`src/rtl/fsim_pkg.sv`:
```
`timescale 1ns/1ps
package fsim_pkg;
   typedef enum logic [2:0] {
      OP_AND  = 3'd0,
      OP_OR   = 3'd1,
      OP_NAND = 3'd2,
      OP_NOR  = 3'd3,
      OP_XOR  = 3'd4,
      OP_XNOR = 3'd5,
      OP_NOT  = 3'd6,
      OP_BUF  = 3'd7
   } gate_op_e;

   typedef enum logic [2:0] {
      S_IDLE, S_WAIT, S_LOAD, S_EVAL, S_CMP, S_SEL, S_DONE
   } fsim_state_e;
endpackage

```
`src/rtl/fsim_gate.sv`:
```
`timescale 1ns/1ps
// One gate evaluation with optional forcing of either input pin or the output.
module fsim_gate
   import fsim_pkg::*;
(
   input  gate_op_e op,
   input  logic     in_a,
   input  logic     in_b,
   input  logic     frc_a,
   input  logic     frc_b,
   input  logic     frc_y,
   input  logic     frc_val,
   output logic     y
);
   logic a_eff, b_eff, y_raw;

   always_comb begin
      a_eff = frc_a ? frc_val : in_a;
      b_eff = frc_b ? frc_val : in_b;
      unique case (op)
         OP_AND:  y_raw = a_eff & b_eff;
         OP_OR:   y_raw = a_eff | b_eff;
         OP_NAND: y_raw = ~(a_eff & b_eff);
         OP_NOR:  y_raw = ~(a_eff | b_eff);
         OP_XOR:  y_raw = a_eff ^ b_eff;
         OP_XNOR: y_raw = ~(a_eff ^ b_eff);
         OP_NOT:  y_raw = ~a_eff;
         default: y_raw = a_eff;
      endcase
      y = frc_y ? frc_val : y_raw;
   end
endmodule

```
`src/rtl/fsim_cov.sv`:
```
`timescale 1ns/1ps
// Detected-fault bitmap and running count.
module fsim_cov #(
   parameter int NF = 44,
   localparam int FW  = $clog2(NF + 1),
   localparam int FIW = $clog2(NF)
) (
   input  logic           clk,
   input  logic           rst_n,
   input  logic           clr,
   input  logic           set_en,
   input  logic [FIW-1:0] set_idx,
   output logic [NF-1:0]  map,
   output logic [FW-1:0]  cnt
);
   always_ff @(posedge clk or negedge rst_n) begin
      if (!rst_n) begin
         map <= '0;
         cnt <= '0;
      end else if (clr) begin
         map <= '0;
         cnt <= '0;
      end else if (set_en && !map[set_idx]) begin
         map[set_idx] <= 1'b1;
         cnt          <= cnt + FW'(1);
      end
   end


   cnt_matches_map_chk: assert property (@(posedge clk) disable iff (!rst_n)
      32'(cnt) == $countones(map));


   map_monotone_chk: assert property (@(posedge clk) disable iff (!rst_n)
      !clr |=> ((map & $past(map)) == $past(map)));
endmodule

```
`src/rtl/fsim_table.sv`:
```
`timescale 1ns/1ps
// Fault-by-pattern hit table; KEEP_TABLE=0 removes the storage.
module fsim_table #(
   parameter int NF         = 44,
   parameter int MAX_PAT    = 16,
   parameter bit KEEP_TABLE = 1'b1,
   localparam int FIW = $clog2(NF),
   localparam int PW  = $clog2(MAX_PAT)
) (
   input  logic           clk,
   input  logic           rst_n,
   input  logic           clr,
   input  logic           wr_en,
   input  logic [FIW-1:0] wr_fault,
   input  logic [PW-1:0]  wr_pat,
   input  logic [FIW-1:0] rd_fault,
   input  logic [PW-1:0]  rd_pat,
   output logic           rd_hit
);
   generate
      if (KEEP_TABLE) begin : g_store
         logic [MAX_PAT-1:0] tbl_q [NF];

         always_ff @(posedge clk or negedge rst_n) begin
            if (!rst_n) begin
               for (int f = 0; f < NF; f++) tbl_q[f] <= '0;
            end else if (clr) begin
               for (int f = 0; f < NF; f++) tbl_q[f] <= '0;
            end else if (wr_en) begin
               tbl_q[wr_fault][wr_pat] <= 1'b1;
            end
         end

         assign rd_hit = (32'(rd_fault) < NF) ? tbl_q[rd_fault][rd_pat] : 1'b0;
      end else begin : g_none
         logic unused_in;
         assign unused_in = ^{clk, rst_n, clr, wr_en, wr_fault, wr_pat, rd_fault, rd_pat};
         assign rd_hit    = 1'b0;
      end
   endgenerate
endmodule

```
`src/rtl/stuck_fault_sim.sv`:
```
`timescale 1ns/1ps
module stuck_fault_sim
   import fsim_pkg::*;
#(
   parameter int NUM_PI     = 4,
   parameter int NUM_GATES  = 6,
   parameter int NUM_PO     = 2,
   parameter int MAX_PAT    = 16,
   parameter bit KEEP_TABLE = 1'b1,
   localparam int NETS  = NUM_PI + NUM_GATES,
   localparam int SITES = NETS + 2 * NUM_GATES,
   localparam int NF    = 2 * SITES,
   localparam int FW    = $clog2(NF + 1),
   localparam int FIW   = $clog2(NF),
   localparam int NWW   = $clog2(NETS),
   localparam int GW    = $clog2(NUM_GATES),
   localparam int PW    = $clog2(MAX_PAT)
) (
   input  logic              clk,
   input  logic              rst_n,
   input  logic              cfg_we,
   input  logic [GW-1:0]     cfg_gate,
   input  logic [2:0]        cfg_op,
   input  logic [NWW-1:0]    cfg_src_a,
   input  logic [NWW-1:0]    cfg_src_b,
   input  logic              start,
   input  logic              drop_en,
   input  logic              pat_valid,
   output logic              pat_ready,
   input  logic [NUM_PI-1:0] pat_bits,
   input  logic              pat_last,
   output logic [NF-1:0]     det_map,
   output logic [FW-1:0]     det_cnt,
   output logic [FW-1:0]     fault_total,
   output logic              done,
   output logic              busy,
   input  logic [FIW-1:0]    rd_fault,
   input  logic [PW-1:0]     rd_pat,
   output logic              rd_hit
);
   generate
      if (NUM_PI < 1 || NUM_GATES < 2 || NUM_PO < 1 || NUM_PO > NUM_GATES || MAX_PAT < 2) begin : g_bad_cfg
         $error("stuck_fault_sim: illegal parameter combination");
      end
   endgenerate

   // netlist configuration
   gate_op_e       op_q  [NUM_GATES];
   logic [NWW-1:0] sa_q  [NUM_GATES];
   logic [NWW-1:0] sb_q  [NUM_GATES];

   always_ff @(posedge clk or negedge rst_n) begin
      if (!rst_n) begin
         for (int g = 0; g < NUM_GATES; g++) begin
            op_q[g] <= OP_BUF;
            sa_q[g] <= '0;
            sb_q[g] <= '0;
         end
      end else if (cfg_we) begin
         op_q[cfg_gate] <= gate_op_e'(cfg_op);
         sa_q[cfg_gate] <= cfg_src_a;
         sb_q[cfg_gate] <= cfg_src_b;
      end
   end

   // run state
   fsim_state_e       state_q;
   logic [NETS-1:0]   nets_q;
   logic [NUM_PO-1:0] golden_q;
   logic [NUM_PI-1:0] pat_q;
   logic              last_q;
   logic              drop_q;
   logic              good_q;
   logic [GW-1:0]     gidx_q;
   logic [FW-1:0]     fcur_q;
   logic [PW-1:0]     pidx_q;
   logic              done_q;

   // current fault decode
   logic [FW-1:0]     site;
   logic              sval;
   logic              inj;
   logic [FW-1:0]     pin_a_site, pin_b_site, stem_y_site;
   logic              gate_y;
   logic [NUM_PO-1:0] po_now;
   logic              po_hit;
   logic              faults_done;
   logic              wr_hit;
   logic              run_clr;

   always_comb begin
      site        = {1'b0, fcur_q[FW-1:1]};
      sval        = fcur_q[0];
      inj         = !good_q;
      pin_a_site  = FW'(NETS) + (FW'(gidx_q) << 1);
      pin_b_site  = pin_a_site + FW'(1);
      stem_y_site = FW'(NUM_PI) + FW'(gidx_q);
      po_now      = nets_q[NETS-1 -: NUM_PO];
      po_hit      = po_now != golden_q;
      faults_done = fcur_q == FW'(NF);
      wr_hit      = (state_q == S_CMP) && !good_q && po_hit;
      run_clr     = (state_q == S_IDLE) && start;
   end

   fsim_gate u_gate (
      .op      (op_q[gidx_q]),
      .in_a    (nets_q[sa_q[gidx_q]]),
      .in_b    (nets_q[sb_q[gidx_q]]),
      .frc_a   (inj && site == pin_a_site),
      .frc_b   (inj && site == pin_b_site),
      .frc_y   (inj && site == stem_y_site),
      .frc_val (sval),
      .y       (gate_y)
   );

   always_ff @(posedge clk or negedge rst_n) begin
      if (!rst_n) begin
         state_q  <= S_IDLE;
         nets_q   <= '0;
         golden_q <= '0;
         pat_q    <= '0;
         last_q   <= 1'b0;
         drop_q   <= 1'b0;
         good_q   <= 1'b1;
         gidx_q   <= '0;
         fcur_q   <= '0;
         pidx_q   <= '0;
         done_q   <= 1'b0;
      end else begin
         done_q <= 1'b0;
         unique case (state_q)
            S_IDLE: if (start) begin
               drop_q  <= drop_en;
               pidx_q  <= '0;
               state_q <= S_WAIT;
            end
            S_WAIT: if (pat_valid) begin
               pat_q   <= pat_bits;
               last_q  <= pat_last || (pidx_q == PW'(MAX_PAT - 1));
               good_q  <= 1'b1;
               state_q <= S_LOAD;
            end
            S_LOAD: begin
               for (int i = 0; i < NUM_PI; i++)
                  nets_q[i] <= (inj && site == FW'(i)) ? sval : pat_q[i];
               gidx_q  <= '0;
               state_q <= S_EVAL;
            end
            S_EVAL: begin
               nets_q[NWW'(NUM_PI) + NWW'(gidx_q)] <= gate_y;
               if (gidx_q == GW'(NUM_GATES - 1)) state_q <= S_CMP;
               else gidx_q <= gidx_q + GW'(1);
            end
            S_CMP: begin
               if (good_q) begin
                  golden_q <= po_now;
                  good_q   <= 1'b0;
                  fcur_q   <= '0;
               end else begin
                  fcur_q <= fcur_q + FW'(1);
               end
               state_q <= S_SEL;
            end
            S_SEL: begin
               if (faults_done) begin
                  if (last_q) begin
                     done_q  <= 1'b1;
                     state_q <= S_DONE;
                  end else begin
                     pidx_q  <= pidx_q + PW'(1);
                     state_q <= S_WAIT;
                  end
               end else if (drop_q && det_map[fcur_q[FIW-1:0]]) begin
                  fcur_q <= fcur_q + FW'(1);
               end else begin
                  state_q <= S_LOAD;
               end
            end
            default: state_q <= S_IDLE;
         endcase
      end
   end

   fsim_cov #(.NF(NF)) u_cov (
      .clk     (clk),
      .rst_n   (rst_n),
      .clr     (run_clr),
      .set_en  (wr_hit),
      .set_idx (fcur_q[FIW-1:0]),
      .map     (det_map),
      .cnt     (det_cnt)
   );

   fsim_table #(.NF(NF), .MAX_PAT(MAX_PAT), .KEEP_TABLE(KEEP_TABLE)) u_table (
      .clk      (clk),
      .rst_n    (rst_n),
      .clr      (run_clr),
      .wr_en    (wr_hit),
      .wr_fault (fcur_q[FIW-1:0]),
      .wr_pat   (pidx_q),
      .rd_fault (rd_fault),
      .rd_pat   (rd_pat),
      .rd_hit   (rd_hit)
   );

   assign pat_ready   = state_q == S_WAIT;
   assign done        = done_q;
   assign busy        = state_q != S_IDLE;
   assign fault_total = FW'(NF);


   accept_moves_on_chk: assert property (@(posedge clk) disable iff (!rst_n)
      pat_valid && pat_ready |=> !pat_ready && busy);


   done_single_chk: assert property (@(posedge clk) disable iff (!rst_n)
      done |=> !done);


   count_holds_chk: assert property (@(posedge clk) disable iff (!rst_n)
      done && !start |=> $stable(det_cnt) && $stable(det_map));


   no_resim_dropped_chk: assert property (@(posedge clk) disable iff (!rst_n)
      (state_q == S_LOAD) && !good_q && drop_q |-> !det_map[fcur_q[FIW-1:0]]);
endmodule

```
`config.mk`:
```
export PLATFORM = sky130hd
export DESIGN_NAME = stuck_fault_sim
export DESIGN_NICKNAME = d
export VERILOG_FILES = /design/src/rtl/fsim_pkg.sv /design/src/rtl/fsim_gate.sv /design/src/rtl/fsim_cov.sv /design/src/rtl/fsim_table.sv /design/src/rtl/stuck_fault_sim.sv
export SDC_FILE = /design/constraint.sdc
export NUM_CORES = 2
export LEC_CHECK = 0
export ABC_AREA = 1
export BUFFER_PORTS_ARGS = -buffer_cell sky130_fd_sc_hd__buf_2
export CORE_MARGIN = 2
export CORE_UTILIZATION = 60
export CTS_CLUSTER_DIAMETER = 60
export DETAILED_ROUTE_END_ITERATION = 8
export GPL_ROUTABILITY_DRIVEN = 0
export MAX_ROUTING_LAYER = met4
export PLACE_DENSITY = 0.77
export SETUP_SLACK_MARGIN = 0.02
export SYNTH_ARGS = -nofsm -noshare
export SYNTH_HDL_FRONTEND = slang
export SYNTH_SLANG_ARGS = --single-unit
```
`constraint.sdc`:
```
create_clock -name clk -period 5.85 [get_ports clk]
set_clock_uncertainty 0.2 [all_clocks]
set_input_delay 1.17 -clock clk [delete_from_list [all_inputs] [get_ports clk]]
set_output_delay 1.17 -clock clk [all_outputs]
set_load 0.05 [all_outputs]
```
# Yosys cells after proc, flatten, opt, wreduce, memory -nomap -nowiden
# Cells that the tools add are included.
# op_classes
add_sub_neg	8
n_lt_le_gt_ge	16
n_eq_ne	30
n_mux	74
bitwise	13
n_reduce_logical	38
# ops
op	count
704-bit 2-to-1 mux	2
704-bit OR	1
16-bit binary-select mux with 6-bit select	1
16-bit demux with 6-bit select	1
44-bit 2-to-1 mux	2
24-bit bitwise mux	2
16-bit 2-to-1 mux	3
44-bit OR	1
4-bit 2-to-1 mux	8
3-bit 2-to-1 mux	10
6-bit 2-to-1 mux	5
4-bit by 5-bit less-than comparator with 1-bit output, second input constant	5
4-bit binary-select mux with 3-bit select	2
1-bit 2-to-1 mux	19
18-bit bitwise mux	1
3-bit equality test, second input constant	6
3-bit case mux with 6 select lines	1
1-bit logical AND	17
2-bit inequality test, second input constant	8
4-bit case mux with 2 select lines	2
7-bit greater-or-equal comparator, second input constant	2
6-bit NOT with 7-bit output	2
6-bit by 1-bit adder with 6-bit output, second input constant	2
1-bit binary-select mux with 4-bit select	3
48 further kinds	73
# totals
regBits	856
word_cells	255

# Logic depth before layout (Yosys ltp)
# logic_depth
word_depth	13
ltp_mapped	23
depth_no_buf	22

# Cells and area by module
# A second synthesis with hierarchy kept.
# unflattened
cells_unflattened	5514
area_unflattened_um2	42220.5
# modules_own_cells
module	instances	cells_each	area_per_inst_um2
fsim_table	1	4224	32986.6
stuck_fault_sim	1	792	5808.1
fsim_cov	1	461	3253.1
fsim_gate	1	37	172.7

# Worst setup path after synthesis
# Ideal clock, no wire load.
# synth_timing
path_type	input to output
start	input rd_fault[1]
end	output rd_hit
arrival_time_ps	2982
t_required_ps	4480
setup_slack_ps	1498
cell_stages	13
cell_sequence	clkbuf_1 > clkbuf_1 > clkbuf_1 > o211ai_1 > nand3_1 > nand3_1 > nand3_1 > nand3_1 > a21oi_1 > nand2_1 > nand3_1 > nand3b_1 > nand2_1
# synth_between
elab_chain_cells	7
elab_cells_between_ends	8
# synth_lines
element	line_no	text
start: declaration	stuck_fault_sim.sv:37	input logic [FIW-1:0] rd_fault,
6-bit NOT with 7-bit output (not written as such)	fsim_table.sv:34	assign rd_hit = (32'(rd_fault) < NF) ? tbl_q[rd_fault][rd_pat] : 1'b0;
16-bit binary-select mux with 6-bit select	fsim_table.sv:34	
16-bit 2-to-1 mux (not written as such) (2 in a row)	fsim_table.sv:34	
1-bit binary-select mux with 4-bit select	fsim_table.sv:34	
1-bit 2-to-1 mux (not written as such)	fsim_table.sv:34	
1-bit 2-to-1 mux *	fsim_table.sv:34	
end: declaration	stuck_fault_sim.sv:39	output logic rd_hit
# Mark *: on every way between the ends. The rest lies on a longest branch, timed or not. The select of a mux whose other input is x is not followed.

# Final worst setup path
# layout_timing
start	input rd_fault[0]
end	output rd_hit
# The elaborated chain is that of the path after synthesis.

==> parameters.txt <==
Parameter                              Value

Die
  Height of the die    between 200 and 300 um
  Core region area    ~0.066 mm2
  Area of the die    between 0.06 and 0.07 mm2
  Number of standard-cell rows in the floorplan    94
  Floorplan die width    263.0 um
  Effective utilization at floorplan    about three fifths
  Num ports    95

CTS
  TritonCTS clock tree    built
  Clk Latency, worst-skew pair    between 600 and 700 ps
  Setup fix buffers added after clock tree synthesis    0
  Total number of clock tree sinks    roughly 860
  CTS Buf Count    about 90
  # resized after CTS    0
  CTS Hold Bufs    0
  Bufs on Longest Clock Path    3
  Library cell used as clock root buffer    sky130_fd_sc_hd__clkbuf_16
  Clock H-tree levels    3
  Clock slew at the register clock pins of the worst setup and hold paths    50 ps

Final layout
  Count of placed standard cells in the final layout, fillers left out    5840
  Proportion of layout cells with a drive suffix above 1    approximately 8.5%
  Filler cell count in the final layout    about 5400
  Number of nets in the layout    approximately 5000
  Storage cell area    between 0.02 and 0.025 mm2
  Area Growth Syn to Fin    10.24%
  Multi-input gate area in the final layout    around 0.016 mm2

Placed design
  Number of placed instances with taps included    around 5700
  Port Buffers    88
  Detail Placement HPWL    ~79000 um

Synthesis
  Cell count after synthesis    between 5000 and 6000
  Synth Area per Inst    about 8 um2
  Main synth FF type    sky130_fd_sc_hd__dfrtp_1
  Top cells by area in the synthesized netlist    sky130_fd_sc_hd__dfrtp_1 52%, sky130_fd_sc_hd__a21oi_1 13%, sky130_fd_sc_hd__nand2_1 7.1%, sky130_fd_sc_hd__o21ai_0 5.4%, sky130_fd_sc_hd__nor2_1 5.2%
  Post-Syn Area    slightly above 0.04 mm2
  Number of storage elements in the synthesis netlist    between 800 and 900
  FFs w/ async S/R, synth    100.0%
  Synth cell types    approximately 50
  Number of enable-type register cells in the synthesized netlist    0
  Share of the synthesized area in the top cell type    52.03%
  Yosys warnings    0
  Top cell type by total area after synthesis    sky130_fd_sc_hd__dfrtp_1
  Share of the yosys chip area belonging to registers    53.27%

Route
  Average detailed-routed wire length per instance    21.79 um
  DRC viols    0
  DRT antenna net count    0
  Number of DRC violations after detailed-routing iteration 0    5508
  DR vias/cell    ~6.2
  DRT Wirelength    around 130000 um
  DRT Pass-1 Iters    8
  Total number of vias    between 30000 and 40000

Global route
  Global-route met2 utilization    between 50% and 60%
  GR met1 Demand/Resource    between 50 and 60%
  Most utilized layer in the global route result    met2
  Pin count of the biggest net entering global routing    roughly 230
  Vias in the first global route    roughly 34000
  Antenna violations before repair    3
  Aggregate global routing overflow    0
  Met3 track demand over resource in global routing    roughly 10%
  Global router's overall resource usage    between 30 and 40%
  First-pass GRT wire length    roughly 200000 um

STA
  Transition time of the tightest slew-check pin    roughly 1300 ps
  # setup viols final    0
  RSZ-0062 raised after global routing    no
  Final hold violation count    0
  Achievable frequency    between 150 and 200 MHz
  Slew Limit Headroom    about 12%
  Setup TNS after final layout    0 ps
  Post-layout min period    about 5300 ps
  Final Max Slew Viols    0
  Final period util    around nine tenths

Worst setup path
  Register-to-Register Setup Slack    approximately 1700 ps
  Required time worst endpoint    around 4500 ps
  Kind of end point of the critical path    output port
  Arrival time worst endpoint    a little under 4000 ps
  Worst reg2reg path endpoint    u_cov.map[0]
  Length in cells of the worst reg-to-reg path    11
  Crit start category    input pin
  Startpoint of the lowest-slack register-to-register path    fcur_q[0]
  Peak fanout along the critical path    111
  CP Class    in -> out

Worst hold path
  Worst-case hold path end point    sb_q[1]
  Count of cells along the worst hold path    2
  Worst Min Path Start    sb_q[1]
  Worst hold-check path type    reg -> reg

Pwr
  Sequential power share    43.7%
  PD cells    just under 400 mW/mm2
  Sum of internal, switching and leakage power    roughly 0.017 W
  Switching Power    between 0.005 and 0.006 W
  Share of power burned in the clock network    around a third
  Internal portion of total power    roughly 0.011 W
  VDD IR max    0.2374 mV
  Leakage power total    around 21 nW
  Fraction of power consumed by combinational cells    between 20% and 30%
  Fraction of power spent switching nets    33.43%

Flow run
  Number of maximum-capacitance violations    0

Outcome
  Status    complete, no violations
[layer usage]
layer | part of all wire, % | wire length [um] | vias up
met1 | 39 | 49650 | 17550
met3 | 12 | 15380 | 400
li1 | - | - | 16220
met5 | 0 | 0 | -
met2 | 44 | 55380 | 2145
met4 | 5.4 | 6848 | 0
[worst max-delay path by stage]
stage                startpoint     end  slack [ps]
global placement    rd_fault[1]  rd_hit         750
global route        rd_fault[0]  rd_hit         490
CTS                 rd_fault[2]  rd_hit         770
finish              rd_fault[0]  rd_hit         540
floorplan           rd_fault[1]  rd_hit        1500
detailed placement  rd_fault[2]  rd_hit         780
[flip-flops by register name (all words and copies together), names as in the netlist]
name	count
u_table.g_store.tbl_q	704
u_cov.map	44
sa_q	24
sb_q	24
op_q	18
nets_q	10
fcur_q	6
u_cov.cnt	6
pat_q	4
pidx_q	4
gidx_q	3
state_q	3
golden_q	2
done	1
drop_q	1
good_q	1
last_q	1
[cell families after synthesis]
logic type	share of synthesized area [%]
xor gates and xnor gates	0.2611
other	0.01865
DFF	53.27
AOI/OAI and AO/OA	20.66
buffers and inverters	8.575
muxes	0.02486
adders and majority gates	0.4040
and+or+nand+nor	16.79
[synthesized netlist by cell type, types with 7 or more instances]
library cell,count
sky130_fd_sc_hd__o21ai_1,12
sky130_fd_sc_hd__dfstp_2,19
sky130_fd_sc_hd__inv_2,21
sky130_fd_sc_hd__buf_1,8
sky130_fd_sc_hd__a31oi_1,25
sky130_fd_sc_hd__nand2_1,760
sky130_fd_sc_hd__o31ai_1,8
sky130_fd_sc_hd__xor2_1,7
sky130_fd_sc_hd__buf_6,8
sky130_fd_sc_hd__clkbuf_1,278
sky130_fd_sc_hd__nor2_1,553
sky130_fd_sc_hd__o21ai_0,434
sky130_fd_sc_hd__nand4_1,22
sky130_fd_sc_hd__nand3_1,251
sky130_fd_sc_hd__a21oi_1,1033
sky130_fd_sc_hd__buf_4,8
sky130_fd_sc_hd__buf_2,84
sky130_fd_sc_hd__dfrtp_1,837
sky130_fd_sc_hd__nor3_1,15
sky130_fd_sc_hd__o211ai_1,24
sky130_fd_sc_hd__o22ai_1,49
sky130_fd_sc_hd__inv_1,453
sky130_fd_sc_hd__ha_1,13
sky130_fd_sc_hd__nor3_2,15
[layout make-up]
class / instances / area share [%]
timing repair buffer: 191 / 3.561
tap: 864 / 2.436
sequential: 856 / 48.32
clock buffer: 136 / 6.103
inverter: 481 / 4.096
antenna: 3 / 0.01691
clock inverter: 23 / 0.4793
multi-input combinational: 3286 / 34.99
[worst max-delay path: stages]
cell	delay [ps]
sky130_fd_sc_hd__buf_8	270
sky130_fd_sc_hd__buf_12	370
sky130_fd_sc_hd__o21ai_0	180
sky130_fd_sc_hd__o22ai_1	490
sky130_fd_sc_hd__nand2_1	130
sky130_fd_sc_hd__nand4_1	130
sky130_fd_sc_hd__nand3_1	100
sky130_fd_sc_hd__a21oi_1	150
sky130_fd_sc_hd__nand2_1	70
sky130_fd_sc_hd__nand3_1	60
sky130_fd_sc_hd__nand3b_1	100
sky130_fd_sc_hd__nand2_1	250
sky130_fd_sc_hd__buf_2	330
[layout by cell type (no fill, tap or decap), types with 4 or more instances in the layout]
cell type and n:
sky130_fd_sc_hd__a21oi_1 1033, sky130_fd_sc_hd__dfrtp_1 837, sky130_fd_sc_hd__nand2_1 760, sky130_fd_sc_hd__nor2_1 536
sky130_fd_sc_hd__inv_1 451, sky130_fd_sc_hd__o21ai_0 434, sky130_fd_sc_hd__nand3_1 251, sky130_fd_sc_hd__clkbuf_16 93
sky130_fd_sc_hd__buf_2 85, sky130_fd_sc_hd__buf_4 76, sky130_fd_sc_hd__o22ai_1 49, sky130_fd_sc_hd__buf_12 27
sky130_fd_sc_hd__a31oi_1 25, sky130_fd_sc_hd__o211ai_1 24, sky130_fd_sc_hd__clkbuf_8 23, sky130_fd_sc_hd__nand4_1 22
sky130_fd_sc_hd__inv_2 21, sky130_fd_sc_hd__clkbuf_1 21, sky130_fd_sc_hd__dfstp_2 19, sky130_fd_sc_hd__nor2_2 16
sky130_fd_sc_hd__clkinv_2 16, sky130_fd_sc_hd__nor3_1 15, sky130_fd_sc_hd__nor3_4 15, sky130_fd_sc_hd__ha_1 13
sky130_fd_sc_hd__o21ai_1 12, sky130_fd_sc_hd__o31ai_1 8, sky130_fd_sc_hd__xor2_1 7, sky130_fd_sc_hd__clkinv_1 6
sky130_fd_sc_hd__nand2_2 6, sky130_fd_sc_hd__conb_1 6, sky130_fd_sc_hd__or2_2 5, sky130_fd_sc_hd__a32o_1 5
sky130_fd_sc_hd__xnor2_1 5, sky130_fd_sc_hd__o21a_1 5, sky130_fd_sc_hd__nand3b_1 4
[power groups by stage]
stage | Combinational [W] | Clock, W | Sequential, W
6_report | 0.00390 | 0.00571 | 0.00746
5_1_grt | 0.00432 | 0.00596 | 0.00753
4_1_cts | 0.00383 | 0.00573 | 0.00743
3_5_place_dp | 0.00381 | 0 | 0.00752
3_3_place_gp | 0.00373 | 0 | 0.00749
2_1_floorplan | 0.00259 | 0 | 0.00754
[stage by stage]
step                worst slack [ps]  hold slack, ps  utilization, %  cell area (um2)
CTS                            774.8           279.1           67.13            44380
global placement               747.9           258.7           62.71            41450
detailed placement             776.8           265.0           62.71            41450
finish                         541.7           276.4           67.15            44380
floorplan                       1498           242.2               -            40270
global route                   494.9           296.3           67.15            44380
Power figures use the tool's default switching activity.
